$ cat src/rtl/id_scan_pkg.sv
package id_scan_pkg;
  localparam int ID_W  = 32;
  localparam int CMD_W = 16;

  typedef enum logic [2:0] {
    ST_IDLE, ST_PICK, ST_SETUP, ST_XFER, ST_HOLD, ST_GAP, ST_DONE
  } scan_state_e;

  // Empty-slot codes: nothing answered (bus floats low or high).
  function automatic logic id_is_blank(input logic [ID_W-1:0] v);
    return (v == '0) || (&v);
  endfunction

  // Channel-major linear slot number.
  function automatic int unsigned slot_index(input int unsigned ch,
                                             input int unsigned dv,
                                             input int unsigned ndev);
    return ch * ndev + dv;
  endfunction
endpackage

$ cat src/rtl/id_scan_timer.sv
module id_scan_timer #(
  parameter int HALF_DIV = 3
) (
  input  logic clk,
  input  logic rst_n,
  input  logic en_i,
  output logic tick_o
);
  localparam int CW = $clog2(HALF_DIV + 1);
  logic [CW-1:0] cnt_q;

  assign tick_o = en_i && (cnt_q == CW'(HALF_DIV - 1));

  always_ff @(posedge clk or negedge rst_n) begin
    if (!rst_n)               cnt_q <= '0;
    else if (!en_i || tick_o) cnt_q <= '0;
    else                      cnt_q <= cnt_q + 1'b1;
  end

  AST_DIV_RANGE: assert property (@(posedge clk) disable iff (!rst_n)
    cnt_q < CW'(HALF_DIV));
endmodule

$ cat src/rtl/id_scan_shift.sv
module id_scan_shift #(
  parameter int               CMD_W = 16,
  parameter int               ID_W  = 32,
  parameter logic [CMD_W-1:0] CMD   = '0
) (
  input  logic            clk,
  input  logic            rst_n,
  input  logic            load_i,
  input  logic            run_i,
  input  logic            tick_i,
  input  logic            miso_i,
  output logic            sclk_o,
  output logic            mosi_o,
  output logic            fin_o,
  output logic [ID_W-1:0] rx_o
);
  localparam int TOT = CMD_W + ID_W;
  localparam int BW  = $clog2(TOT + 1);

  logic [BW-1:0]    bit_q;
  logic [CMD_W-1:0] tx_q;
  logic [ID_W-1:0]  rx_q;
  logic             sclk_q;
  logic             ev_rise, ev_fall, in_id_phase;

  assign ev_rise     = run_i && tick_i && !sclk_q;
  assign ev_fall     = run_i && tick_i &&  sclk_q;
  assign in_id_phase = bit_q >= BW'(CMD_W);
  assign fin_o       = ev_fall && (bit_q == BW'(TOT - 1));
  assign sclk_o      = sclk_q;
  assign mosi_o      = tx_q[CMD_W-1];
  assign rx_o        = rx_q;

  always_ff @(posedge clk or negedge rst_n) begin
    if (!rst_n) begin
      sclk_q <= 1'b0;
      bit_q  <= '0;
      tx_q   <= '0;
      rx_q   <= '0;
    end else if (load_i) begin
      sclk_q <= 1'b0;
      bit_q  <= '0;
      tx_q   <= CMD;
      rx_q   <= '0;
    end else if (ev_rise) begin
      sclk_q <= 1'b1;
      if (in_id_phase) rx_q <= {rx_q[ID_W-2:0], miso_i};
    end else if (ev_fall) begin
      sclk_q <= 1'b0;
      bit_q  <= bit_q + 1'b1;
      tx_q   <= {tx_q[CMD_W-2:0], 1'b0};
    end
  end

  AST_CMD_PHASE_NO_RX: assert property (@(posedge clk) disable iff (!rst_n)
    (ev_rise && !in_id_phase && !load_i) |=> $stable(rx_q));
  AST_END_LOW: assert property (@(posedge clk) disable iff (!rst_n)
    fin_o |=> !sclk_q);
endmodule

$ cat src/rtl/id_scan_store.sv
module id_scan_store
  import id_scan_pkg::*;
#(
  parameter int SLOTS = 9,
  parameter int SW    = 4
) (
  input  logic             clk,
  input  logic             rst_n,
  input  logic             wr_i,
  input  logic [SW-1:0]    wr_slot_i,
  input  logic [ID_W-1:0]  wr_id_i,
  input  logic [SW-1:0]    rd_slot_i,
  output logic [SLOTS-1:0] present_o,
  output logic [ID_W-1:0]  rd_id_o
);
  logic [ID_W-1:0] id_q [SLOTS];
  logic            blank;

  assign blank = id_is_blank(wr_id_i);

  for (genvar s = 0; s < SLOTS; s++) begin : g_slot
    always_ff @(posedge clk or negedge rst_n) begin
      if (!rst_n) begin
        present_o[s] <= 1'b0;
        id_q[s]      <= '0;
      end else if (wr_i && wr_slot_i == SW'(s)) begin
        present_o[s] <= !blank;
        id_q[s]      <= blank ? '0 : wr_id_i;
      end
    end
  end

  always_comb begin
    rd_id_o = '0;
    for (int s = 0; s < SLOTS; s++)
      if (rd_slot_i == SW'(s)) rd_id_o = id_q[s];
  end

  AST_STORE_CLASS: assert property (@(posedge clk) disable iff (!rst_n)
    wr_i |=> (present_o[$past(wr_slot_i)] == !id_is_blank($past(wr_id_i))));
endmodule

$ cat src/rtl/id_scan_top.sv
module id_scan_top
  import id_scan_pkg::*;
#(
  parameter int               NCHAN    = 3,
  parameter int               NDEV     = 3,
  parameter int               HALF_DIV = 3,
  parameter int               GAP_SCLK = 2,
  parameter logic [CMD_W-1:0] ID_CMD   = 16'h0000,
  localparam int              SLOTS    = NCHAN * NDEV,
  localparam int              SW       = (SLOTS > 1) ? $clog2(SLOTS) : 1
) (
  input  logic             clk,
  input  logic             rst_n,
  input  logic             start_i,
  input  logic [SLOTS-1:0] skip_i,
  input  logic [SW-1:0]    rd_slot_i,
  input  logic [NCHAN-1:0] miso_i,
  output logic [NCHAN-1:0] sclk_o,
  output logic [NCHAN-1:0] mosi_o,
  output logic [SLOTS-1:0] cs_n_o,
  output logic [SLOTS-1:0] present_o,
  output logic [ID_W-1:0]  rd_id_o,
  output logic             busy_o,
  output logic             done_o
);
  localparam int CW         = (NCHAN > 1) ? $clog2(NCHAN) : 1;
  localparam int DW         = (NDEV > 1) ? $clog2(NDEV) : 1;
  localparam int GAP_HALVES = 2 * GAP_SCLK;
  localparam int GW         = $clog2(GAP_HALVES + 1);

  scan_state_e   state_q;
  logic [CW-1:0] chan_q;
  logic [DW-1:0] dev_q;
  logic [GW-1:0] gap_q;
  logic [SW-1:0] cur_slot;

  // Named internal events
  logic tick, ev_start, ev_skip, ev_probe, ev_store, ev_advance, last_slot;
  logic cs_active, eng_sclk, eng_mosi, eng_fin, miso_sel;
  logic [ID_W-1:0] eng_rx;

  assign cur_slot   = SW'(slot_index(chan_q, dev_q, NDEV));
  assign last_slot  = (chan_q == CW'(NCHAN - 1)) && (dev_q == DW'(NDEV - 1));
  assign ev_start   = (state_q == ST_IDLE) && start_i;
  assign ev_skip    = (state_q == ST_PICK) &&  skip_i[cur_slot];
  assign ev_probe   = (state_q == ST_PICK) && !skip_i[cur_slot];
  assign ev_store   = (state_q == ST_HOLD) && tick;
  assign ev_advance = ((ev_skip) ||
                       (state_q == ST_GAP && tick && gap_q == GW'(GAP_HALVES - 1)));
  assign cs_active  = (state_q == ST_SETUP) || (state_q == ST_XFER) || (state_q == ST_HOLD);
  assign miso_sel   = miso_i[chan_q];
  assign busy_o     = (state_q != ST_IDLE);
  assign done_o     = (state_q == ST_DONE);

  id_scan_timer #(.HALF_DIV(HALF_DIV)) u_timer (
    .clk(clk), .rst_n(rst_n),
    .en_i(cs_active || state_q == ST_GAP),
    .tick_o(tick)
  );

  id_scan_shift #(.CMD_W(CMD_W), .ID_W(ID_W), .CMD(ID_CMD)) u_shift (
    .clk(clk), .rst_n(rst_n),
    .load_i(ev_probe), .run_i(state_q == ST_XFER), .tick_i(tick),
    .miso_i(miso_sel), .sclk_o(eng_sclk), .mosi_o(eng_mosi),
    .fin_o(eng_fin), .rx_o(eng_rx)
  );

  id_scan_store #(.SLOTS(SLOTS), .SW(SW)) u_store (
    .clk(clk), .rst_n(rst_n),
    .wr_i(ev_store), .wr_slot_i(cur_slot), .wr_id_i(eng_rx),
    .rd_slot_i(rd_slot_i), .present_o(present_o), .rd_id_o(rd_id_o)
  );

  for (genvar c = 0; c < NCHAN; c++) begin : g_chan
    assign sclk_o[c] = cs_active && (chan_q == CW'(c)) && eng_sclk;
    assign mosi_o[c] = cs_active && (chan_q == CW'(c)) && eng_mosi;
  end

  for (genvar s = 0; s < SLOTS; s++) begin : g_cs
    assign cs_n_o[s] = !(cs_active && cur_slot == SW'(s));
  end

  always_ff @(posedge clk or negedge rst_n) begin
    if (!rst_n) begin
      state_q <= ST_IDLE;
      chan_q  <= '0;
      dev_q   <= '0;
      gap_q   <= '0;
    end else begin
      if (ev_advance && !last_slot) begin
        if (dev_q == DW'(NDEV - 1)) begin
          dev_q  <= '0;
          chan_q <= chan_q + 1'b1;
        end else begin
          dev_q <= dev_q + 1'b1;
        end
      end
      unique case (state_q)
        ST_IDLE:  if (ev_start) begin
                    chan_q  <= '0;
                    dev_q   <= '0;
                    state_q <= ST_PICK;
                  end
        ST_PICK:  if (ev_skip) state_q <= last_slot ? ST_DONE : ST_PICK;
                  else         state_q <= ST_SETUP;
        ST_SETUP: if (tick)    state_q <= ST_XFER;
        ST_XFER:  if (eng_fin) state_q <= ST_HOLD;
        ST_HOLD:  if (tick) begin
                    gap_q   <= '0;
                    state_q <= ST_GAP;
                  end
        ST_GAP:   if (tick) begin
                    if (ev_advance) state_q <= last_slot ? ST_DONE : ST_PICK;
                    else            gap_q   <= gap_q + 1'b1;
                  end
        ST_DONE:  state_q <= ST_IDLE;
        default:  state_q <= ST_IDLE;
      endcase
    end
  end

  AST_CS_ONEHOT: assert property (@(posedge clk) disable iff (!rst_n)
    $onehot0(~cs_n_o));
  AST_IDLE_LINES: assert property (@(posedge clk) disable iff (!rst_n)
    (&cs_n_o) |-> (sclk_o == '0 && mosi_o == '0));
  AST_DONE_PULSE: assert property (@(posedge clk) disable iff (!rst_n)
    done_o |=> !done_o);
  AST_START_IGNORED: assert property (@(posedge clk) disable iff (!rst_n)
    (busy_o && !done_o && start_i) |=> (cur_slot >= $past(cur_slot)));
  AST_SKIP_NO_SELECT: assert property (@(posedge clk) disable iff (!rst_n)
    ev_skip |=> (&cs_n_o));
endmodule

$ cat config.mk
export PLATFORM = sky130hd
export DESIGN_NAME = id_scan_top
export DESIGN_NICKNAME = d
export VERILOG_FILES = /design/src/rtl/id_scan_pkg.sv /design/src/rtl/id_scan_timer.sv /design/src/rtl/id_scan_shift.sv /design/src/rtl/id_scan_store.sv /design/src/rtl/id_scan_top.sv
export SDC_FILE = /design/constraint.sdc
export NUM_CORES = 1
export LEC_CHECK = 0
export CAP_MARGIN = 0
export CORE_MARGIN = 8
export CORE_UTILIZATION = 60
export CTS_CLUSTER_DIAMETER = 80
export DETAILED_ROUTE_END_ITERATION = 10
export DONT_BUFFER_PORTS = 1
export PLACE_DENSITY = 0.76
export SETUP_SLACK_MARGIN = 0.3
export SLEW_MARGIN = 5
export SYNTH_ARGS = -nofsm -noshare
export SYNTH_HDL_FRONTEND = slang
export SYNTH_SLANG_ARGS = --single-unit
$ cat constraint.sdc
create_clock -name clk -period 3.82 [get_ports clk]
set_input_delay 0.382 -clock clk [delete_from_list [all_inputs] [get_ports clk]]
set_output_delay 0.382 -clock clk [all_outputs]
set_load 0.05 [all_outputs]
==> results of run 1 <==
-- cell usage after synthesis, types with 3 or more instances --
master	count
nand2_1	443
dfrtp_1	348
o21ai_0	312
clkbuf_1	90
mux4_2	47
a21oi_1	39
nand2b_1	21
mux2i_1	18
a22oi_1	17
a21o_1	16
nor2_1	16
o21a_1	16
o221ai_1	16
o22ai_1	16
buf_2	12
mux2_2	12
nand4_1	12
buf_1	11
nor4_1	10
ha_1	9
nand3_1	9
nor3_1	8
buf_4	7
inv_1	6
a211oi_1	5
nor2b_1	5
xnor2_1	5
and3_1	4
nor3b_1	4
a211o_1	3
and2_1	3
-- kinds of logic (layout without fill, tap and decap cells) --
kind of cell	count (synthesis)	in the layout	share of synthesized area, %
compound gates	453	453	16.18
flops	348	348	55.60
simple gates	547	547	14.61
other cells	1	3	0.02394
buf+inv	127	89	3.355
xor+xnor	7	7	0.3914
mux	78	78	8.867
fa+ha+maj	11	11	0.9745
-- power breakdown --
part | leakage (nW) | switching, W | internal (W) | total (W)
combinational | 1.99 | 0.000637 | 0.000316 | 0.000953
clock | 0.584 | 0.00138 | 0.00215 | 0.00353
sequential | 4.85 | 0.0000931 | 0.00373 | 0.00383
-- cell usage in the layout, fill, tap and decap left out, types with 6 or more instances in the layout --
| master | instances |
|---|---|
| o21ai_1 | 16 |
| nor4_1 | 10 |
| inv_1 | 6 |
| o221ai_1 | 16 |
| nor3_1 | 8 |
| a22oi_1 | 17 |
| a21oi_1 | 39 |
| o22ai_1 | 16 |
| buf_4 | 19 |
| nand2_2 | 11 |
| mux2i_1 | 18 |
| clkbuf_16 | 37 |
| nand4_1 | 12 |
| o21a_1 | 16 |
| clkbuf_8 | 9 |
| nor2_1 | 16 |
| o21ai_0 | 297 |
| dfrtp_1 | 346 |
| clkbuf_1 | 8 |
| nand2_1 | 432 |
| nand2b_1 | 21 |
| mux2_2 | 12 |
| mux4_2 | 47 |
| ha_1 | 9 |
| a21o_1 | 16 |
-- layout make-up --
type	count	area, µm²	area share, %
Inverter	6	22.52	0.1318
Clock buffer	54	1080	6.319
Timing Repair Buffer	22	192.7	1.128
Tap cell	335	419.2	2.453
Multi-Input combinational cell	1099	6551	38.34
Clock inverter	7	112.6	0.6590
Sequential cell	348	8711	50.97
-- registers in the layout, indices dropped and copies added, names as in the netlist --
name,flops
u_shift.rx_o,32
u_store.id_q,288
u_timer.cnt_q,2
gap_q,3
dev_q,2
u_shift.bit_q,6
u_store.present_o,9
chan_q,2
state_q,3
u_shift.sclk_o,1
-- worst min-delay path by stage --
| stage | from | end | slack (ns) | cells past startpoint |
|---|---|---|---|---|
| after CTS | rst_n | gap_q[2] | -0.43 | 0 |
| after detailed placement | rst_n | gap_q[2] | 0.09 | 0 |
| after floorplan | rst_n | chan_q[0] | 0.09 | 0 |
| final | rst_n | chan_q[0] | -0.42 | 0 |
| after global placement | rst_n | gap_q[2] | 0.1 | 0 |
| after global routing | rst_n | chan_q[0] | -0.44 | 0 |
-- per-stage QoR --
step | hold slack (ns) | utilization, % | cell area [µm²] | std cells | total power [W]
after floorplan | 0.08641 | - | 15670 | 1574 | 0.004646
after CTS | -0.4338 | 66.12 | 17080 | 1871 | 0.008357
after detailed placement | 0.09326 | 61.28 | 15830 | 1809 | 0.004796
after global placement | 0.09522 | 61.28 | 15830 | 1809 | 0.004779
final | -0.4210 | 66.14 | 17090 | 1871 | 0.008311
after global routing | -0.4412 | 66.14 | 17090 | 1871 | 0.008594
-- timing repair --
item                                    CTS  global route
endpoints found under the hold margin   349           348
pin swaps                                 0             1
gates resized for setup                  13             4
endpoints found under the setup margin    9             6
-- worst max-delay path, cell delays in order (launching register included) --
cell and delay (ns):
dfrtp_2 0.46, fa_1 0.50, ha_1 0.23, fa_2 0.54
nor4b_2 0.50, nand2_2 0.32
-- layer usage --
metal | vias to the layer above | routed length (µm) | GRT usage (%)
li1 | 5352 | - | -
met5 | - | 0 | 0
met1 | 5706 | 16160 | 33.21
met3 | 66 | 2055 | 3.830
met2 | 310 | 18250 | 40.47
met4 | 0 | 1042 | 8.371
==> reports/qor.yml, run 1 <==
run_status:
  outcome: "complete, but fails checks"
  violations: "hold timing"
cts:
  clkTransAtPathRegs_ns: 0.06
  cts_tree: "done"
  cts_hold_buf: 1
  cts_root_buf: "clkbuf_16"
  postCtsSetupBuffers: 0
  cts_sinks: 348
  htree_levels: 2
  cts_made_buffers: 37
  clockBufferDepth: 3
  clock_latency_ns: 0.50
worst_setup_path:
  r2r_start: "chan_q[0]"
  reg2reg_setup_slack_ns: 0.55
  crit_path_end_kind: "output pin"
  arrival_ns: 3.05
  crit_end: "cs_n_o[8]"
  crit_fanout: 8
  reg2reg_to: "u_store.id_q[165]"
  start_kind: "register"
  path_class: "reg -> out"
  crit_start: "chan_q[0]"
  rr_worst_depth: 8
  cp_data_required_time_ns: 3.44
sta:
  rsz0062_at_grt: "true"
  relSlewSlack_pct: 15.09
  setup_slack_ns: 0.3855
  skew_ns: 0.01112
  worst_pin_slew_ns: 1.265
  period_share_pct: 89.91
  period_minus_slack_ns: 3.435
  clock.fmax_ghz: 0.2912
  slew_violations: 0
  hold_viol_final: 348
  setup_viol: 0
  setup_tns_ns: 0
  hold-worst-slack_ns: -0.4210
job:
  maxCapViolCount: 0
detailed_routing:
  post_drt_wl_per_cell_um: 20.04
  viasPerCell: 6.111
  first_iter_violations: 1150
  final_antenna_net_count: 0
  drc: 0
  drt_first_pass_iters: 5
  routed_wl_mm: 37.50
  vias: 11430
floorplanning:
  dieArea_um2: 31530
  die_h_um: 177.6
  die_w_um: 177.6
  num_rows: 59
  core-area_um2: 25840
  initial_core_util_pct: 60.62
  design.portCount: 77
synthesis:
  syn_area_um2: 15660
  ys_seq_area_share_pct: 55.60
  netlist.area_leader.share_pct: 55.60
  postSynth.asyncResetShare_pct: 100.0
  synth_edf_count: 0
  postSynthAreaPerCell_um2: 9.964
  synth_seq_cells: 348
  synthFlopType: "dfrtp_1"
  yosys_warnings: 0
  synth.area.top_cells: "dfrtp_1 56%, nand2_1 11%, o21ai_0 10%, mux4_2 6.8%, clkbuf_1 2.2%"
  synth.largest_area_cell: "dfrtp_1"
  syn_inst: 1572
  ys_types: 57
power_and_ir_drop:
  power_leakage_nw: 7.427
  p_per_area_nw_per_um2: 486.3
  ir_drop_v: 0.0004503
global_route:
  grt_pass1_wl_mm: 62.24
  grt_usage_pct: 24.63
  antenna_found_initial: 0
  grt_pass1_vias: 11480
  grt_overflow: 0
  grt_max_degree: 349
placed_design:
  dp_hpwl_mm: 21.29
  place_congestion: 0.8200
  io_buffers: 0
  pre_cts_slack_ns: 0.5062
layout:
  fillers: 1981
  drive_gt1_share_pct: 10.81
  area_growth_pct: 9.098
  fin_nets: 1544
  diodes: 0
worst_hold_path:
  worstHoldPathType: "in -> async"
Power figures use the tool's default switching activity.
==> inputs of run 2 (changes only) <==
SYNTH_HIERARCHICAL = 1   (was unset)
clock period = 4.12 ns   (was 3.82 ns; I/O delays follow)
==> run 2 against run 1 <==
The run still ends with hold timing left. Setup slack better by 0.060 ns. Worst hold slack improved by 0.029 ns. Power is 6.2% lower. Combinational power rose by 19%. Core utilization up 1.2 points. Register-to-register slack improved by 0.05 ns. Critical path depth increased by 1. Via count is 1.6% higher. First-iteration DRC count grew 9.0%. Largest cell class unchanged. Largest power group unchanged. Highest routed layer unchanged.
==> reports/qor.yml, run 2 <==
layout:
  drive_gt1_share_pct: 16.20
  fillers: 1868
  fin_nets: 1285
  layout_commonest_cell: "dfrtp_1"
  largest_register_ffs: 288
  top_register: "u_store/id_q"
  layout_common_cells: "348 x dfrtp_1, 257 x a22o_1, 96 x nand2_1"
  area_growth_pct: 11.08
  diodes: 0
worst_setup_path:
  crit_fanout: 8
  arrival_ns: 3.26
  critPathSlowestCell: "fa_1"
  cp_num_buf_inv: 1
  start_kind: "register"
  crit_path_end_kind: "output pin"
  path_class: "reg -> out"
  path_cells: "fa_1, ha_1, inv_1, fa_1, nor2b_2, nand4b_1"
  crit_top_cell: "fa_1"
  cp_data_required_time_ns: 3.71
  crit_family: "adder cells"
  cp_slowest_stage_delay_ns: 0.65
sta:
  worst_pin_slew_ns: 1.153
  slew_violations: 0
  setup_tns_ns: 0
  relSlewSlack_pct: 22.89
  period_share_pct: 89.19
  rsz0062_at_grt: "false"
  skew_ns: 0.02659
  hold_viol_final: 348
  clock.fmax_ghz: 0.2721
  period_minus_slack_ns: 3.675
  setup_slack_ns: 0.4453
  hold-worst-slack_ns: -0.3922
  setup_viol: 0
worst_hold_path:
  worstHoldPathType: "in -> async"
detailed_routing:
  vias: 11620
  drc: 0
  viasPerCell: 7.204
  post_drt_wl_per_cell_um: 26.80
  first_iter_violations: 1254
  drt_first_pass_iters: 5
  routed_wl_mm: 43.23
  final_antenna_net_count: 0
power_and_ir_drop:
  power_leakage_nw: 7.859
  ir_drop_v: 0.0003673
  p_per_area_nw_per_um2: 446.5
synthesis:
  yosys_warnings: 6
  synth_edf_count: 0
  synth_common_cells: "348 x dfrtp_1, 257 x a22o_1, 96 x clkbuf_1, 96 x nand2_1, 47 x o21ai_0"
  synthFlopType: "dfrtp_1"
  synth-simple-area-share_pct: 8.170
  syn_area_um2: 15710
  syn_inst: 1297
  postSynthAreaPerCell_um2: 12.11
  yosys.area_share.xor_xnor_pct: 0.2230
  yosys.area_share.adder_pct: 0.9715
  synth_top_family_by_area: "compound AO/OA/AOI/OAI gates"
  yosysMostFrequentCell: "dfrtp_1"
  synthMuxAreaShare_pct: 7.525
  synth.largest_area_cell: "dfrtp_1"
  netlist.area_leader.share_pct: 55.42
  synth.area.top_cells: "dfrtp_1 55%, a22o_1 14%, mux4_2 4.4%, mux2i_1 2.9%, clkbuf_1 2.3%"
  synth_seq_cells: 348
  syn_nets: 1327
  ys_types: 61
  postSynth.asyncResetShare_pct: 100.0
  synth_compound_area_share_pct: 23.44
  ys_seq_area_share_pct: 55.42
cts:
  clkTransAtPathRegs_ns: 0.06
  cts_root_buf: "clkbuf_16"
  clock_latency_ns: 0.53
  cts_tree: "done"
  cts_sinks: 348
  htree_levels: 2
  cts_made_buffers: 36
  clockBufferDepth: 3
floorplanning:
  core-area_um2: 25910
  num_rows: 59
  design.portCount: 77
  dieArea_um2: 31620
  initial_core_util_pct: 60.64
  die_h_um: 177.8
  die_w_um: 177.8
global_route:
  grt_usage_pct: 27.85
  grt.busiest_layer: "met2"
  antenna_found_initial: 0
  grt_pass1_wl_mm: 69.12
  grt_max_degree: 349
  grt_overflow: 0
  met2_usage_pct: 42.81
  grtUsageMet1_pct: 38.92
  met3_usage_pct: 6.021
  grt_pass1_vias: 11920
placed_design:
  dp_hpwl_mm: 25.39
  pre_cts_slack_ns: 0.5998
  place_congestion: 0.8250
  io_buffers: 0
job:
  maxCapViolCount: 0
run_status:
  outcome: "complete, but fails checks"
  violations: "hold timing"
[run 2: cell types whose count changed after synthesis, moves of 26 or more]
cell,previous run,this run
nand2_1,443,96
o21ai_0,312,47
a22o_1,0,257
a221oi_1,2,37
a21oi_1,39,8
o31ai_1,1,32
mux2i_1,18,45
buf_2,12,38
[run 2: layout make-up]
class / count / area [µm²] / area share (%)
timing repair buffer: 62 / 465.4 / 2.667
clock buffer: 57 / 1092 / 6.259
tap: 335 / 419.2 / 2.402
multi-input combinational: 794 / 6688 / 38.32
clock inverter: 4 / 31.28 / 0.1792
inverter: 13 / 48.80 / 0.2796
sequential: 348 / 8708 / 49.90
[run 2: path summary, 6_finish.rpt]
| kind | startpoint | endpoint | slack [ns] | cells after the start |
|---|---|---|---|---|
| max | chan_q[0] | cs_n_o[8] | 0.45 | 6 |
| min | rst_n | dev_q[0] | -0.39 | 0 |
| max reg2reg | chan_q[0] | u_shift/rx_o[10] | 0.60 | 12 |
| min reg2reg | u_timer/cnt_q[0] | u_timer/cnt_q[0] | 0.46 | 1 |
| max in group asynchronous | rst_n | u_store/id_q[4] | 3.99 | 0 |
| min in group clk | start_i | dev_q[0] | 0.23 | 3 |
[run 2: report_power, final]
part	switching (W)	internal (W)	total, W	leakage, nW
combinational	0.000718	0.000410	0.00113	2.45
clock	0.00130	0.00182	0.00312	0.551
sequential	0.0000844	0.00346	0.00355	4.86
[run 2: routing by layer]
layer,part of all wire (%),vias up
li1,-,4890
met2,47,610
met4,2.4,0
met3,9.3,95
met5,0,-
met1,42,6025
[run 2: kinds of logic after synthesis]
group | after synthesis
AND/OR/NAND/NOR | 236
other | 1
adder cells (fa/ha/maj) | 11
buffers and inverters | 155
multiplexers | 79
flip-flops | 348
AO/OA/AOI/OAI | 463
XOR/XNOR | 4
[run 2: what timing repair did]
action / 4_1_cts / 5_1_grt
gates resized for setup: 0 / 2
setup buffers: 0 / 0
hold endpoints to repair: 348 / 348
endpoints found under the setup margin: 0 / 32
[run 2: per-stage QoR]
stage                     power, W  cell area, µm²  instances  utilization [%]
final                     0.007793           17450       1613            67.36
after global routing      0.008071           17450       1613            67.36
after CTS                 0.007816           17450       1613            67.33
after detailed placement  0.004712           16320       1552            62.99
after global placement    0.004693           16320       1552            62.99
after floorplan           0.004486           15710       1297                -
